==> config.mk <==
export PLATFORM = sky130hd
export DESIGN_NAME = ctlreg_bank
export DESIGN_NICKNAME = d
export VERILOG_FILES = /design/src/rtl/ctlreg_pkg.sv /design/src/rtl/ctlreg_status.sv /design/src/rtl/ctlreg_sp_bank.sv /design/src/rtl/ctlreg_store.sv /design/src/rtl/ctlreg_bank.sv
export SDC_FILE = /design/constraint.sdc
export NUM_CORES = 1
export LEC_CHECK = 0
export BUFFER_PORTS_ARGS = -buffer_cell sky130_fd_sc_hd__buf_4
export CAP_MARGIN = 20
export CORE_MARGIN = 5
export CORE_UTILIZATION = 54
export CTS_BUF_LIST = sky130_fd_sc_hd__clkbuf_2
export CTS_CLUSTER_SIZE = 12
export DETAILED_ROUTE_END_ITERATION = 16
export GPL_TIMING_DRIVEN = 1
export PLACE_DENSITY = 0.75
export SYNTH_ARGS = -nofsm -noshare
export SYNTH_HDL_FRONTEND = slang
export SYNTH_SLANG_ARGS = --single-unit
==> constraint.sdc <==
create_clock -name clk -period 2.9 [get_ports clk]
set_input_delay 0.58 -clock clk [delete_from_list [all_inputs] [get_ports clk]]
set_output_delay 0.58 -clock clk [all_outputs]
set_load 0.1 [all_outputs]
==> src/rtl/ctlreg_pkg.sv <==
package ctlreg_pkg;
  localparam int IDX_W = 4;
  localparam int MODE_BIT = 7;

  typedef enum logic [IDX_W-1:0] {
    CR_STATUS = 4'd0,
    CR_COND   = 4'd1,
    CR_ISP    = 4'd2,
    CR_USP    = 4'd3,
    CR_SPARE0 = 4'd4,
    CR_SPARE1 = 4'd5,
    CR_BPC    = 4'd6,
    CR_BBST   = 4'd7,
    CR_BBPC   = 4'd8
  } cr_idx_e;

  // Visible 16-bit view of the status word.
  function automatic logic [15:0] status_view(input logic [7:0] bst,
                                              input logic [7:0] st,
                                              input logic cond);
    status_view = {bst & 8'hC1, st[7:6], 5'b0, cond};
  endfunction

  // Visible view of the second-level backup status byte.
  function automatic logic [7:0] bbst_view(input logic [7:0] b);
    bbst_view = b & 8'hC1;
  endfunction
endpackage

==> src/rtl/ctlreg_status.sv <==
module ctlreg_status
  import ctlreg_pkg::*;
(
  input  logic        clk,
  input  logic        rst_n,
  input  logic        wr_status,
  input  logic        wr_cond,
  input  logic [15:0] wdata,
  output logic [7:0]  st_q,
  output logic [7:0]  bst_q,
  output logic        cond_q,
  output logic        mode_q,
  output logic        swap_to_sys,
  output logic        swap_to_usr
);
  logic new_mode;
  assign new_mode    = wdata[MODE_BIT];
  assign mode_q      = st_q[MODE_BIT];
  assign swap_to_sys = wr_status && new_mode && !mode_q;
  assign swap_to_usr = wr_status && !new_mode && mode_q;

  always_ff @(posedge clk) begin
    if (!rst_n) begin
      st_q   <= '0;
      bst_q  <= '0;
      cond_q <= 1'b0;
    end else if (wr_status) begin
      st_q   <= wdata[7:0];
      bst_q  <= wdata[15:8];
      cond_q <= wdata[0];
    end else if (wr_cond) begin
      cond_q <= wdata[0];
    end
  end

  p_cond_follows_r3: assert property (@(posedge clk) disable iff (!rst_n)
    wr_status |=> cond_q == $past(wdata[0]));
  p_cond_only_r6: assert property (@(posedge clk) disable iff (!rst_n)
    (wr_cond && !wr_status) |=> ($stable(st_q) && $stable(bst_q)));
  p_mode_hold_r4: assert property (@(posedge clk) disable iff (!rst_n)
    !wr_status |=> $stable(mode_q));
  p_swap_excl_r4: assert property (@(posedge clk) disable iff (!rst_n)
    !(swap_to_sys && swap_to_usr));
endmodule

==> src/rtl/ctlreg_sp_bank.sv <==
module ctlreg_sp_bank #(
  parameter int DW = 32
) (
  input  logic          clk,
  input  logic          rst_n,
  input  logic          swap_to_sys,
  input  logic          swap_to_usr,
  input  logic          ctl_live_we,
  input  logic          ctl_isp_we,
  input  logic          ctl_usp_we,
  input  logic [DW-1:0] wdata,
  input  logic          dp_we,
  input  logic [DW-1:0] dp_data,
  output logic [DW-1:0] live_q,
  output logic [DW-1:0] isp_q,
  output logic [DW-1:0] usp_q
);
  logic any_swap;
  assign any_swap = swap_to_sys || swap_to_usr;

  always_ff @(posedge clk) begin
    if (!rst_n) begin
      live_q <= '0;
      isp_q  <= '0;
      usp_q  <= '0;
    end else begin
      // Live pointer: swap beats register write beats datapath update.
      if (swap_to_sys)      live_q <= isp_q;
      else if (swap_to_usr) live_q <= usp_q;
      else if (ctl_live_we) live_q <= wdata;
      else if (dp_we)       live_q <= dp_data;

      if (swap_to_usr)     isp_q <= live_q;
      else if (ctl_isp_we) isp_q <= wdata;

      if (swap_to_sys)     usp_q <= live_q;
      else if (ctl_usp_we) usp_q <= wdata;
    end
  end

  p_swap_sys_r4: assert property (@(posedge clk) disable iff (!rst_n)
    swap_to_sys |=> (live_q == $past(isp_q) && usp_q == $past(live_q)));
  p_swap_usr_r4: assert property (@(posedge clk) disable iff (!rst_n)
    swap_to_usr |=> (live_q == $past(usp_q) && isp_q == $past(live_q)));
  p_sp_hold_r11: assert property (@(posedge clk) disable iff (!rst_n)
    (!any_swap && !ctl_live_we && !dp_we) |=> $stable(live_q));
  p_dp_load_r11: assert property (@(posedge clk) disable iff (!rst_n)
    (dp_we && !any_swap && !ctl_live_we) |=> live_q == $past(dp_data));
endmodule

==> src/rtl/ctlreg_store.sv <==
module ctlreg_store
  import ctlreg_pkg::*;
#(
  parameter int DW = 32,
  parameter int NUM_SPARE = 2
) (
  input  logic                    clk,
  input  logic                    rst_n,
  input  logic                    wr_en,
  input  logic [IDX_W-1:0]        wr_idx,
  input  logic [DW-1:0]           wdata,
  output logic [DW-1:0]           bpc_q,
  output logic [DW-1:0]           bbpc_q,
  output logic [7:0]              bbst_q,
  output logic [NUM_SPARE*DW-1:0] spare_q
);
  localparam int SPARE_BASE = int'(CR_SPARE0);

  always_ff @(posedge clk) begin
    if (!rst_n) begin
      bpc_q  <= '0;
      bbpc_q <= '0;
      bbst_q <= '0;
    end else if (wr_en) begin
      if (wr_idx == CR_BPC)  bpc_q  <= wdata;
      if (wr_idx == CR_BBPC) bbpc_q <= wdata;
      if (wr_idx == CR_BBST) bbst_q <= wdata[7:0];
    end
  end

  for (genvar g = 0; g < NUM_SPARE; g++) begin : g_spare
    localparam logic [IDX_W-1:0] MY_IDX = IDX_W'(SPARE_BASE + g);
    always_ff @(posedge clk) begin
      if (!rst_n)                        spare_q[g*DW +: DW] <= '0;
      else if (wr_en && wr_idx == MY_IDX) spare_q[g*DW +: DW] <= wdata;
    end
  end

  p_bpc_full_r7: assert property (@(posedge clk) disable iff (!rst_n)
    (wr_en && wr_idx == CR_BPC) |=> bpc_q == $past(wdata));
  p_bbst_low_r8: assert property (@(posedge clk) disable iff (!rst_n)
    (wr_en && wr_idx == CR_BBST) |=> bbst_q == $past(wdata[7:0]));
endmodule

==> src/rtl/ctlreg_bank.sv <==
module ctlreg_bank
  import ctlreg_pkg::*;
#(
  parameter int DW = 32,
  parameter int NUM_SPARE = 2
) (
  input  logic             clk,
  input  logic             rst_n,
  input  logic [3:0]       rd_idx,
  output logic [DW-1:0]    rd_data,
  input  logic             wr_en,
  input  logic [3:0]       wr_idx,
  input  logic [DW-1:0]    wr_data,
  input  logic             sp_wr_en,
  input  logic [DW-1:0]    sp_wr_data,
  output logic [DW-1:0]    live_sp,
  output logic             cond_bit,
  output logic             sys_mode
);
  logic [7:0]              st_q, bst_q, bbst_q;
  logic                    cond_q, mode_q, swap_to_sys, swap_to_usr;
  logic [DW-1:0]           live_q, isp_q, usp_q, bpc_q, bbpc_q;
  logic [NUM_SPARE*DW-1:0] spare_q;
  logic                    wr_status, wr_cond, ctl_live_we, ctl_isp_we, ctl_usp_we;

  assign wr_status   = wr_en && wr_idx == CR_STATUS;
  assign wr_cond     = wr_en && wr_idx == CR_COND;
  assign ctl_live_we = wr_en && ((wr_idx == CR_ISP && mode_q) ||
                                 (wr_idx == CR_USP && !mode_q));
  assign ctl_isp_we  = wr_en && wr_idx == CR_ISP && !mode_q;
  assign ctl_usp_we  = wr_en && wr_idx == CR_USP && mode_q;

  ctlreg_status u_status (
    .clk(clk), .rst_n(rst_n), .wr_status(wr_status), .wr_cond(wr_cond),
    .wdata(wr_data[15:0]), .st_q(st_q), .bst_q(bst_q), .cond_q(cond_q),
    .mode_q(mode_q), .swap_to_sys(swap_to_sys), .swap_to_usr(swap_to_usr)
  );

  ctlreg_sp_bank #(.DW(DW)) u_sp (
    .clk(clk), .rst_n(rst_n), .swap_to_sys(swap_to_sys), .swap_to_usr(swap_to_usr),
    .ctl_live_we(ctl_live_we), .ctl_isp_we(ctl_isp_we), .ctl_usp_we(ctl_usp_we),
    .wdata(wr_data), .dp_we(sp_wr_en), .dp_data(sp_wr_data),
    .live_q(live_q), .isp_q(isp_q), .usp_q(usp_q)
  );

  ctlreg_store #(.DW(DW), .NUM_SPARE(NUM_SPARE)) u_store (
    .clk(clk), .rst_n(rst_n), .wr_en(wr_en), .wr_idx(wr_idx), .wdata(wr_data),
    .bpc_q(bpc_q), .bbpc_q(bbpc_q), .bbst_q(bbst_q), .spare_q(spare_q)
  );

  assign live_sp  = live_q;
  assign cond_bit = cond_q;
  assign sys_mode = mode_q;

  always_comb begin
    rd_data = '0;
    case (rd_idx)
      CR_STATUS: rd_data = DW'(status_view(bst_q, st_q, cond_q));
      CR_COND:   rd_data = DW'(cond_q);
      CR_ISP:    rd_data = mode_q ? live_q : isp_q;
      CR_USP:    rd_data = mode_q ? usp_q : live_q;
      CR_SPARE0: rd_data = spare_q[0 +: DW];
      CR_SPARE1: rd_data = spare_q[DW +: DW];
      CR_BPC:    rd_data = {bpc_q[DW-1:1], 1'b0};
      CR_BBST:   rd_data = DW'(bbst_view(bbst_q));
      CR_BBPC:   rd_data = {bbpc_q[DW-1:1], 1'b0};
      default:   rd_data = '0;
    endcase
  end

  p_pc_even_r7: assert property (@(posedge clk) disable iff (!rst_n)
    (rd_idx == CR_BPC || rd_idx == CR_BBPC) |-> !rd_data[0]);
  p_unused_zero_r10: assert property (@(posedge clk) disable iff (!rst_n)
    (rd_idx > CR_BBPC) |-> rd_data == '0);
  p_redirect_r5: assert property (@(posedge clk) disable iff (!rst_n)
    (rd_idx == CR_ISP && sys_mode) |-> rd_data == live_sp);
  p_mode_from_write_r3: assert property (@(posedge clk) disable iff (!rst_n)
    wr_status |=> sys_mode == $past(wr_data[7]));
endmodule

==> flow_metrics.tcl, run 1 <==
set metrics [dict create \
    status "finished, violations left" \
    violations "setup timing" \
    finalPower_mw 6.64 \
    avgSynthCellArea_um2 7.90 \
    cts_root_buf "clkbuf_2" \
    worstSetupPathType "flip-flop to output port" \
    ys_ff_latch 231 \
    drt_first_pass_iters 9 \
    h-tree-depth 2 \
    via_count 13104 \
    cts.sinks 231 \
    max_stage_delay_ns 0.53 \
    place_area_um2 13100 \
    area_growth_pct 25.8 \
    final_net_count 1678 \
    tightest_slew_ns 0.710 \
    place_hpwl_um 27500 \
    period_minus_slack_ns 3.02 \
    async_flop_share 0 \
    timing.hold.ws_ns 0.0319 \
    synth-compound-area-share 0.308 \
    cpMaxStageDelayCell "a222oi_1" \
    dr_wl_met2_um 21300 \
    ys_seq_area_frac 0.402 \
    synthAdderAreaFrac 0 \
    synth_edf_count 0 \
    slew_headroom 0.527 \
    cp-end-kind "output port" \
    wl_per_cell_um 24.1 \
    p_per_area_nw_per_um2 459 \
    hp-class "primary input to flip-flop" \
    die_h_um 156 \
    grt_pass1_vias 12320 \
    final_cell_mix "nand2_1, dfxtp_1, buf_4" \
    clk_pin_slew_worst_paths_ns 0.11 \
    die_w_um 156 \
    core-area_um2 21000 \
    skew_ns 0.0482 \
    gp_routability_congestion 0.994 \
    crit_chain "clkinvlp_4 > buf_4 > o21ai_0 > a222oi_1 > o21ai_2 > buf_6" \
    synthFlopType "dfxtp_1" \
    std_cell_rows 53 \
    drtIter0Drc 1807 \
    postRouteWirelength_um 46200 \
    syn_inst 1456 \
    rsz0062_at_grt "true" \
    clk_latency_ns 0.87 \
    routed-wl-met3_um 5740 \
    start_util 0.547 \
    grt_max_degree 96 \
    cts_tree "done" \
    drv_cap 0 \
    final_common_cell "nand2_1" \
    yosys.area_share.simple 0.187 \
    setup_ws_ns -0.121 \
    numPortBuffers 141 \
    die_area_um2 24300 \
    dp_slack_ns 0.0338 \
    syn_area_um2 11500 \
    antenna_left 0 \
    crit_required_ns 2.32 \
    synth_nets 1532 \
    gr-usage-all-layers 0.358 \
    dp.cells 1778 \
    antenna_found_initial 1 \
    clock_path_buffers 3 \
    critPathMaxFanout 4 \
    arrival_ns 2.44 \
    layout.cells.non_filler 1916 \
    synthXorXnorAreaFrac 0.00228 \
    p_leak_nw 5.30 \
    grt_overflow_total 0 \
    rrSetupSlack_ns 0.71 \
    synth_top_family_by_area "compound AO/OA/AOI/OAI gates" \
    finalHoldViolations 0 \
    setup_viol 9 \
    ir_drop_v 0.000293 \
    viasPerCell 6.84 \
    drcViolationCount 0 \
    finalCritPeriodShare 1.04 \
    muxShareOfSynthArea 0.0461 \
    stdcell_area_um2 14500 \
    fmax_mhz 331 \
    cts_buffers 59 \
    drive_gt1_frac 0.242 \
    met1_length_um 16500 \
    worstSetupStartpointType "flip-flop" \
    boundaryPins 142 \
    slew_viol_final 0 \
    ys_types 50 \
    top_layer "met4" \
    ys_warn_count 0 \
    fillers 1733 \
    grt_pass1_wl_um 69700 \
]
synthesized netlist by cell type, drive strengths merged, types with 6 or more instances:
library cell	number	share of area
clkbuf	141	0.046
a221oi	56	0.043
mux2	8	0.0078
a311oi	41	0.042
a21oi	157	0.068
nor2	53	0.017
o21ai	70	0.030
buf	18	0.0077
nand2	322	0.11
a211oi	32	0.021
a22oi	71	0.046
nor3	38	0.017
nand3	59	0.026
o211ai	23	0.015
mux2i	44	0.038
dfxtp	231	0.40
a32o	31	0.027
nor2b	6	0.0033
area by class of cell:
class / instances / area, µm² / area share
Clock buffer: 85 / 425 / 0.0294
Timing Repair Buffer: 244 / 2300 / 0.159
Inverter: 3 / 20.0 / 0.00138
Clock inverter: 14 / 53.8 / 0.00372
Antenna cell: 1 / 2.50 / 0.000173
Multi-Input combinational cell: 1063 / 6690 / 0.462
Tap cell: 275 / 344 / 0.0238
Sequential cell: 231 / 4630 / 0.320
critical path: cells and delay by family (launching register included):
family | cells | cell delay [ns]
buf+inv | 3 | 0.48
compound gates | 3 | 0.76
flops | 1 | 0.39
routing by layer:
layer / vias to the layer above / track usage
li1: 5699 / -
met1: 6165 / 0.445
met2: 997 / 0.586
met4: 0 / 0.194
met3: 243 / 0.0721
met5: - / 0
logic make-up after synthesis:
logic type / Yosys count
DFF: 231
buffers and inverters: 162
muxes: 52
xor gates and xnor gates: 3
and+or+nand+nor: 507
AOI/OAI and AO/OA: 501
registers in the layout, summed over array words and instances (netlist names):
register         cells
u_sp.usp_q          32
u_store.spare_q     64
u_store.bpc_q       31
u_status.st_q        2
u_sp.live_q         32
u_status.bst_q       3
u_status.cond_q      1
u_sp.isp_q          32
u_store.bbpc_q      31
u_store.bbst_q       3
final timing paths:
check                              startpoint                          endpoint  cells past startpoint
max             u_status.st_q[7]$_SDFFE_PN0N_                        rd_data[7]                      6
min                               wr_data[10]  u_store.spare_q[10]$_SDFFE_PN0P_                      3
max reg2reg     u_status.st_q[7]$_SDFFE_PN0N_      u_sp.live_q[25]$_SDFFE_PN0P_                      6
min reg2reg  u_store.spare_q[15]$_SDFFE_PN0P_  u_store.spare_q[15]$_SDFFE_PN0P_                      2
repair_timing:
| item | CTS | global route |
|---|---|---|
| setup buffers | 6 | 7 |
| endpoints found under the hold margin | 70 | 3 |
| cloned | 1 | 3 |
| hold buffers | 20 | 2 |
| setup endpoints to repair | 32 | 29 |
| pin swaps | 8 | 25 |
| gates resized for setup | 45 | 52 |
per-stage QoR:
stage          TNS, ns  utilization
6_report        -0.260        0.688
2_1_floorplan   -14.38            -
5_1_grt          -1.76        0.688
4_1_cts         -0.208        0.669
3_5_place_dp         0        0.624
3_3_place_gp         0        0.624
power by group:
part           switching, mW  internal (mW)  total, mW
Sequential             0.103           3.24       3.34
Combinational          0.813          0.358       1.17
Clock                   1.36          0.774       2.13
Note: power is estimated with default switching activity, not from simulation.
==> run 2: changes to the inputs <==
--- a/config.mk
+++ b/config.mk
@@ -14,6 +14,7 @@
 export DETAILED_ROUTE_END_ITERATION = 16
 export GPL_TIMING_DRIVEN = 1
 export PLACE_DENSITY = 0.75
+export RECOVER_POWER = 100
 export SYNTH_ARGS = -nofsm -noshare
 export SYNTH_HDL_FRONTEND = slang
 export SYNTH_SLANG_ARGS = --single-unit
==> flow_metrics.tcl, run 2 (synthesized netlist as in run 1, its figures left out) <==
set metrics [dict create \
    fillers 1780 \
    largest_register_ffs 64 \
    worstSetupStartpointType "primary input" \
    boundaryPins 142 \
    die_w_um 156 \
    cts_tree "done" \
    die_area_um2 24300 \
    clock_path_buffers 3 \
    std_cell_rows 53 \
    slew_headroom -0.548 \
    cts_buffers 59 \
    status "finished, violations left" \
    rsz0062_at_grt "true" \
    drive_gt1_frac 0.234 \
    drcViolationCount 0 \
    multi_input_area_um2 6670 \
    gp_routability_congestion 0.994 \
    postRouteWirelength_um 45900 \
    start_util 0.547 \
    h-tree-depth 2 \
    skew_ns 0.0620 \
    setup_ws_ns -0.128 \
    final_core_util 0.679 \
    grt_max_degree 96 \
    final_common_cell "nand2_1" \
    drt_first_pass_iters 7 \
    fmax_mhz 330 \
    grt_overflow_total 0 \
    seqCellArea_um2 4630 \
    finalHoldViolations 0 \
    finalPower_mw 6.61 \
    cts.sinks 231 \
    cts_root_buf "clkbuf_2" \
    numPortBuffers 141 \
    ir_drop_v 0.000287 \
    p_per_area_nw_per_um2 463 \
    critPathMaxFanout 36 \
    arrival_ns 3.72 \
    antenna_found_initial 1 \
    top_register "u_store.spare_q" \
    grt_pass1_vias 12320 \
    final_cell_mix "nand2_1, dfxtp_1, a21oi_1" \
    drv_cap 3 \
    area_growth_pct 24.0 \
    worstSetupPathType "primary input to flip-flop" \
    violations "capacitance limit, slew limit, setup timing" \
    die_h_um 156 \
    crit_required_ns 3.59 \
    hp-class "primary input to flip-flop" \
    p_leak_nw 5.21 \
    final_net_count 1678 \
    antenna_left 0 \
    slew_viol_final 103 \
    cp-end-kind "flip-flop" \
    setup_viol 47 \
    drtIter0Drc 1792 \
    gr-usage-all-layers 0.358 \
    viasPerCell 6.78 \
    place_hpwl_um 27500 \
    clk_pin_slew_worst_paths_ns 0.10 \
    clk_latency_ns 0.88 \
    core-area_um2 21000 \
    period_minus_slack_ns 3.03 \
    wl_per_cell_um 24.0 \
    finalCritPeriodShare 1.04 \
    grt_pass1_wl_um 69700 \
    via_count 12998 \
    tightest_slew_ns 2.32 \
]
==> run 2: cell types whose count changed in the layout (fill, tap and decap cells not counted), moves of 3 or more <==
cell | previous run | this run
buf_12 | 18 | 15
buf_4 | 164 | 122
buf_6 | 34 | 28
clkbuf_1 | 0 | 11
clkbuf_2 | 85 | 123
==> run 2: metrics by stage <==
step	hold slack [ns]	TNS, ns	instances	worst slack, ns	area (µm²)
6_report	0.0309	-2.71	1916	-0.128	14300
5_1_grt	0.000799	-2.47	1916	-0.200	14300
4_1_cts	0.0000330	-0.208	1903	-0.139	14100
3_5_place_dp	0.443	0	1778	0.0338	13100
3_3_place_gp	0.441	0	1778	0.0368	13100
2_1_floorplan	0.433	-14.38	1456	-0.604	11700
==> run 2: cell type report <==
type | count | share of cell area
Multi-Input combinational cell | 1063 | 0.468
Sequential cell | 231 | 0.325
Antenna cell | 1 | 0.000175
Timing Repair Buffer | 244 | 0.148
Inverter | 3 | 0.00140
Tap cell | 275 | 0.0241
Clock inverter | 14 | 0.00377
Clock buffer | 85 | 0.0298
==> run 2: per-layer routing <==
metal / share of wire / GRT usage / up-vias
met5: 0 / 0 / -
met4: 0.059 / 0.194 / 0
met3: 0.12 / 0.0721 / 234
met2: 0.46 / 0.586 / 1018
met1: 0.36 / 0.445 / 6055
li1: - / - / 5691
==> run 2: power by group <==
part	switching (mW)	internal [mW]	total (mW)	leakage, nW
Sequential	0.102	3.24	3.34	1.87
Clock	1.36	0.774	2.13	0.380
Combinational	0.809	0.331	1.14	2.96
Total	2.27	4.34	6.61	5.21
==> run 2: worst max-delay path, stage by stage <==
cell and delay [ns]:
clkbuf_1 0.21, or3b_1 0.43, clkbuf_1 0.26, nor2_2 0.13, clkbuf_1 1.66, a32o_1 0.32
a311oi_2 0.11
==> run 2: final timing paths <==
path	startpoint	to	slack, ns	cells past startpoint
setup reg to reg	u_status.st_q[7]$_SDFFE_PN0N_	u_sp.usp_q[15]$_SDFFE_PN0P_	-0.09	7
setup / recovery	wr_idx[3]	u_sp.live_q[0]$_SDFFE_PN0P_	-0.13	7
hold / removal	wr_data[10]	u_store.spare_q[10]$_SDFFE_PN0P_	0.03	3
hold reg to reg	u_store.spare_q[15]$_SDFFE_PN0P_	u_store.spare_q[15]$_SDFFE_PN0P_	0.46	2
==> run 2: repair_timing <==
action | CTS | global route
pin swaps | 8 | 25
setup buffers | 6 | 7
endpoints found under the setup margin | 32 | 29
hold buffers | 20 | 2
endpoints found under the hold margin | 70 | 3
gates resized for setup | 45 | 52
gates cloned | 1 | 3
==> run 3: changes to the inputs <==
--- a/config.mk
+++ b/config.mk
@@ -10,7 +10,6 @@
 export CORE_MARGIN = 5
 export CORE_UTILIZATION = 54
 export CTS_BUF_LIST = sky130_fd_sc_hd__clkbuf_2
-export CTS_CLUSTER_SIZE = 12
 export DETAILED_ROUTE_END_ITERATION = 16
 export GPL_TIMING_DRIVEN = 1
 export PLACE_DENSITY = 0.75
==> constraint.sdc (replaced) <==
create_clock -name clk -period 3.59 [get_ports clk]
set_input_delay 0.718 -clock clk [delete_from_list [all_inputs] [get_ports clk]]
set_output_delay 0.718 -clock clk [all_outputs]
set_load 0.1 [all_outputs]
==> flow_metrics.tcl, run 3 (synthesized netlist as in run 1, its figures left out) <==
set metrics [dict create \
    status "finished, violations left" \
    violations "capacitance limit, slew limit" \
    p_leak_nw 4.62 \
    drv_cap 1 \
    cp-end-kind "output port" \
    arrival_ns 2.71 \
    hp-class "primary input to flip-flop" \
    cts_tree "done" \
    place_hpwl_um 25900 \
    wl_per_cell_um 23.7 \
    numPortBuffers 141 \
    finalHoldViolations 0 \
    std_cell_rows 53 \
    cts_buffers 58 \
    seq_power_share 0.517 \
    postCtsSetupBuffers 0 \
    grt_pass1_wl_um 67100 \
    p_int_mw 3.44 \
    r2r-end "u_sp.live_q[13]$_SDFFE_PN0P_" \
    core-area_um2 21000 \
    start_util 0.547 \
    fmax_mhz 292 \
    clk_latency_ns 0.88 \
    finalCritPeriodShare 0.954 \
    hold_end "u_store.bbpc_q[4]$_SDFFE_PN0P_" \
    clk_pin_slew_worst_paths_ns 0.10 \
    die_area_um2 24300 \
    drcViolationCount 0 \
    r2r_start "u_status.st_q[7]$_SDFFE_PN0N_" \
    boundaryPins 142 \
    top_register "u_store.spare_q" \
    postRouteWirelength_um 43800 \
    finalSetupTns_ns 0 \
    worstSetupStartpointType "flip-flop" \
    final_common_cell "nand2_1" \
    viasPerCell 6.83 \
    skew_ns 0.0500 \
    die_h_um 156 \
    hp-start "wr_data[4]" \
    tightest_slew_ns 2.42 \
    grt_pass1_vias 11995 \
    cts.sinks 231 \
    gp_routability_congestion 0.870 \
    hold_depth 3 \
    layout.cells.non_filler 1850 \
    critPathLaunch "u_status.st_q[7]$_SDFFE_PN0N_" \
    antenna_found_initial 2 \
    rr_worst_depth 6 \
    drive_gt1_frac 0.178 \
    antenna_left 0 \
    via_count 12630 \
    worstSetupPathType "flip-flop to output port" \
    combPwrFrac 0.161 \
    p_sw_mw 1.75 \
    grt_max_degree 96 \
    cts_root_buf "clkbuf_2" \
    critPathMaxFanout 18 \
    die_w_um 156 \
    clockPowerShare 0.322 \
    period_minus_slack_ns 3.43 \
    cts_hold_buf 0 \
    ir_drop_v 0.000251 \
    area_growth_pct 13.6 \
    dp.cells 1755 \
    grt_overflow_total 0 \
    rsz0062_at_grt "false" \
    setup_viol 0 \
    largest_register_ffs 64 \
    crit_required_ns 2.87 \
    slew_headroom -0.613 \
    slew_viol_final 72 \
    drt_first_pass_iters 9 \
    clock_path_buffers 3 \
    final_net_count 1618 \
    h-tree-depth 2 \
    final_cell_mix "nand2_1, dfxtp_1, a21oi_1" \
    p_per_area_nw_per_um2 398 \
    rrSetupSlack_ns 0.55 \
    switching_share 0.337 \
    gr-usage-all-layers 0.345 \
    drtIter0Drc 1598 \
    cts_resized 0 \
]
[run 3: cell count changes in the layout (fill, tap and decap cells not counted), moves of 13 or more]
cell,delta
clkbuf_2,-24
buf_6,-28
a221oi_2,-22
clkbuf_1,+23
buf_4,-17
dlygate4sd3_1,-22
a221oi_1,+28
buf_2,+13
[run 3: worst max-delay path, stage by stage (launching register included)]
cell and delay (ns):
dfxtp_4 0.48, inv_1 0.16, buf_4 0.32, a221oi_1 0.10
o211ai_1 0.27, buf_2 0.49
[run 3: worst max path at each step]
stage	end	slack, ns	depth (start not counted)
2_1_floorplan	rd_data[11]	-0.19	6
3_3_place_gp	rd_data[21]	0.50	6
3_5_place_dp	rd_data[10]	0.47	6
4_1_cts	rd_data[21]	0.11	5
5_1_grt	rd_data[29]	0.07	5
6_report	rd_data[25]	0.16	5
[run 3: layout make-up]
class	count	area [µm²]
Antenna cell	2	5.00
Timing Repair Buffer	185	1300
Clock buffer	87	435
Sequential cell	231	4630
Clock inverter	4	15.0
Inverter	3	11.3
Multi-Input combinational cell	1063	6320
Tap cell	275	344
Fill cell	1928	7960
[run 3: power by group through the flow]
stage	Clock [mW]	Combinational, mW	Sequential [mW]
after detailed placement	0	0.855	2.74
after CTS	1.69	0.858	2.68
final	1.67	0.836	2.69
after global routing	1.84	0.865	2.69
after global placement	0	0.845	2.74
after floorplan	0	0.368	2.92
[run 3: stage by stage]
| stage | hold WS (ns) | instance area (µm²) | setup WS, ns | power [mW] | util |
|---|---|---|---|---|---|
| 6_report | 0.128 | 13100 | 0.164 | 5.20 | 0.621 |
| 5_1_grt | 0.0929 | 13100 | 0.0710 | 5.39 | 0.621 |
| 4_1_cts | 0.0685 | 13300 | 0.114 | 5.23 | 0.632 |
| 3_5_place_dp | 0.447 | 12800 | 0.474 | 3.60 | 0.611 |
| 3_3_place_gp | 0.441 | 12800 | 0.502 | 3.59 | 0.610 |
| 2_1_floorplan | 0.433 | 11600 | -0.190 | 3.29 | - |
[run 3: metal layers]
layer,vias up,routed length [µm],global-route usage
met1,5948,16200,0.436
met4,0,2880,0.213
met5,-,0,0
met3,214,5040,0.0685
met2,914,19600,0.543
li1,5554,-,-
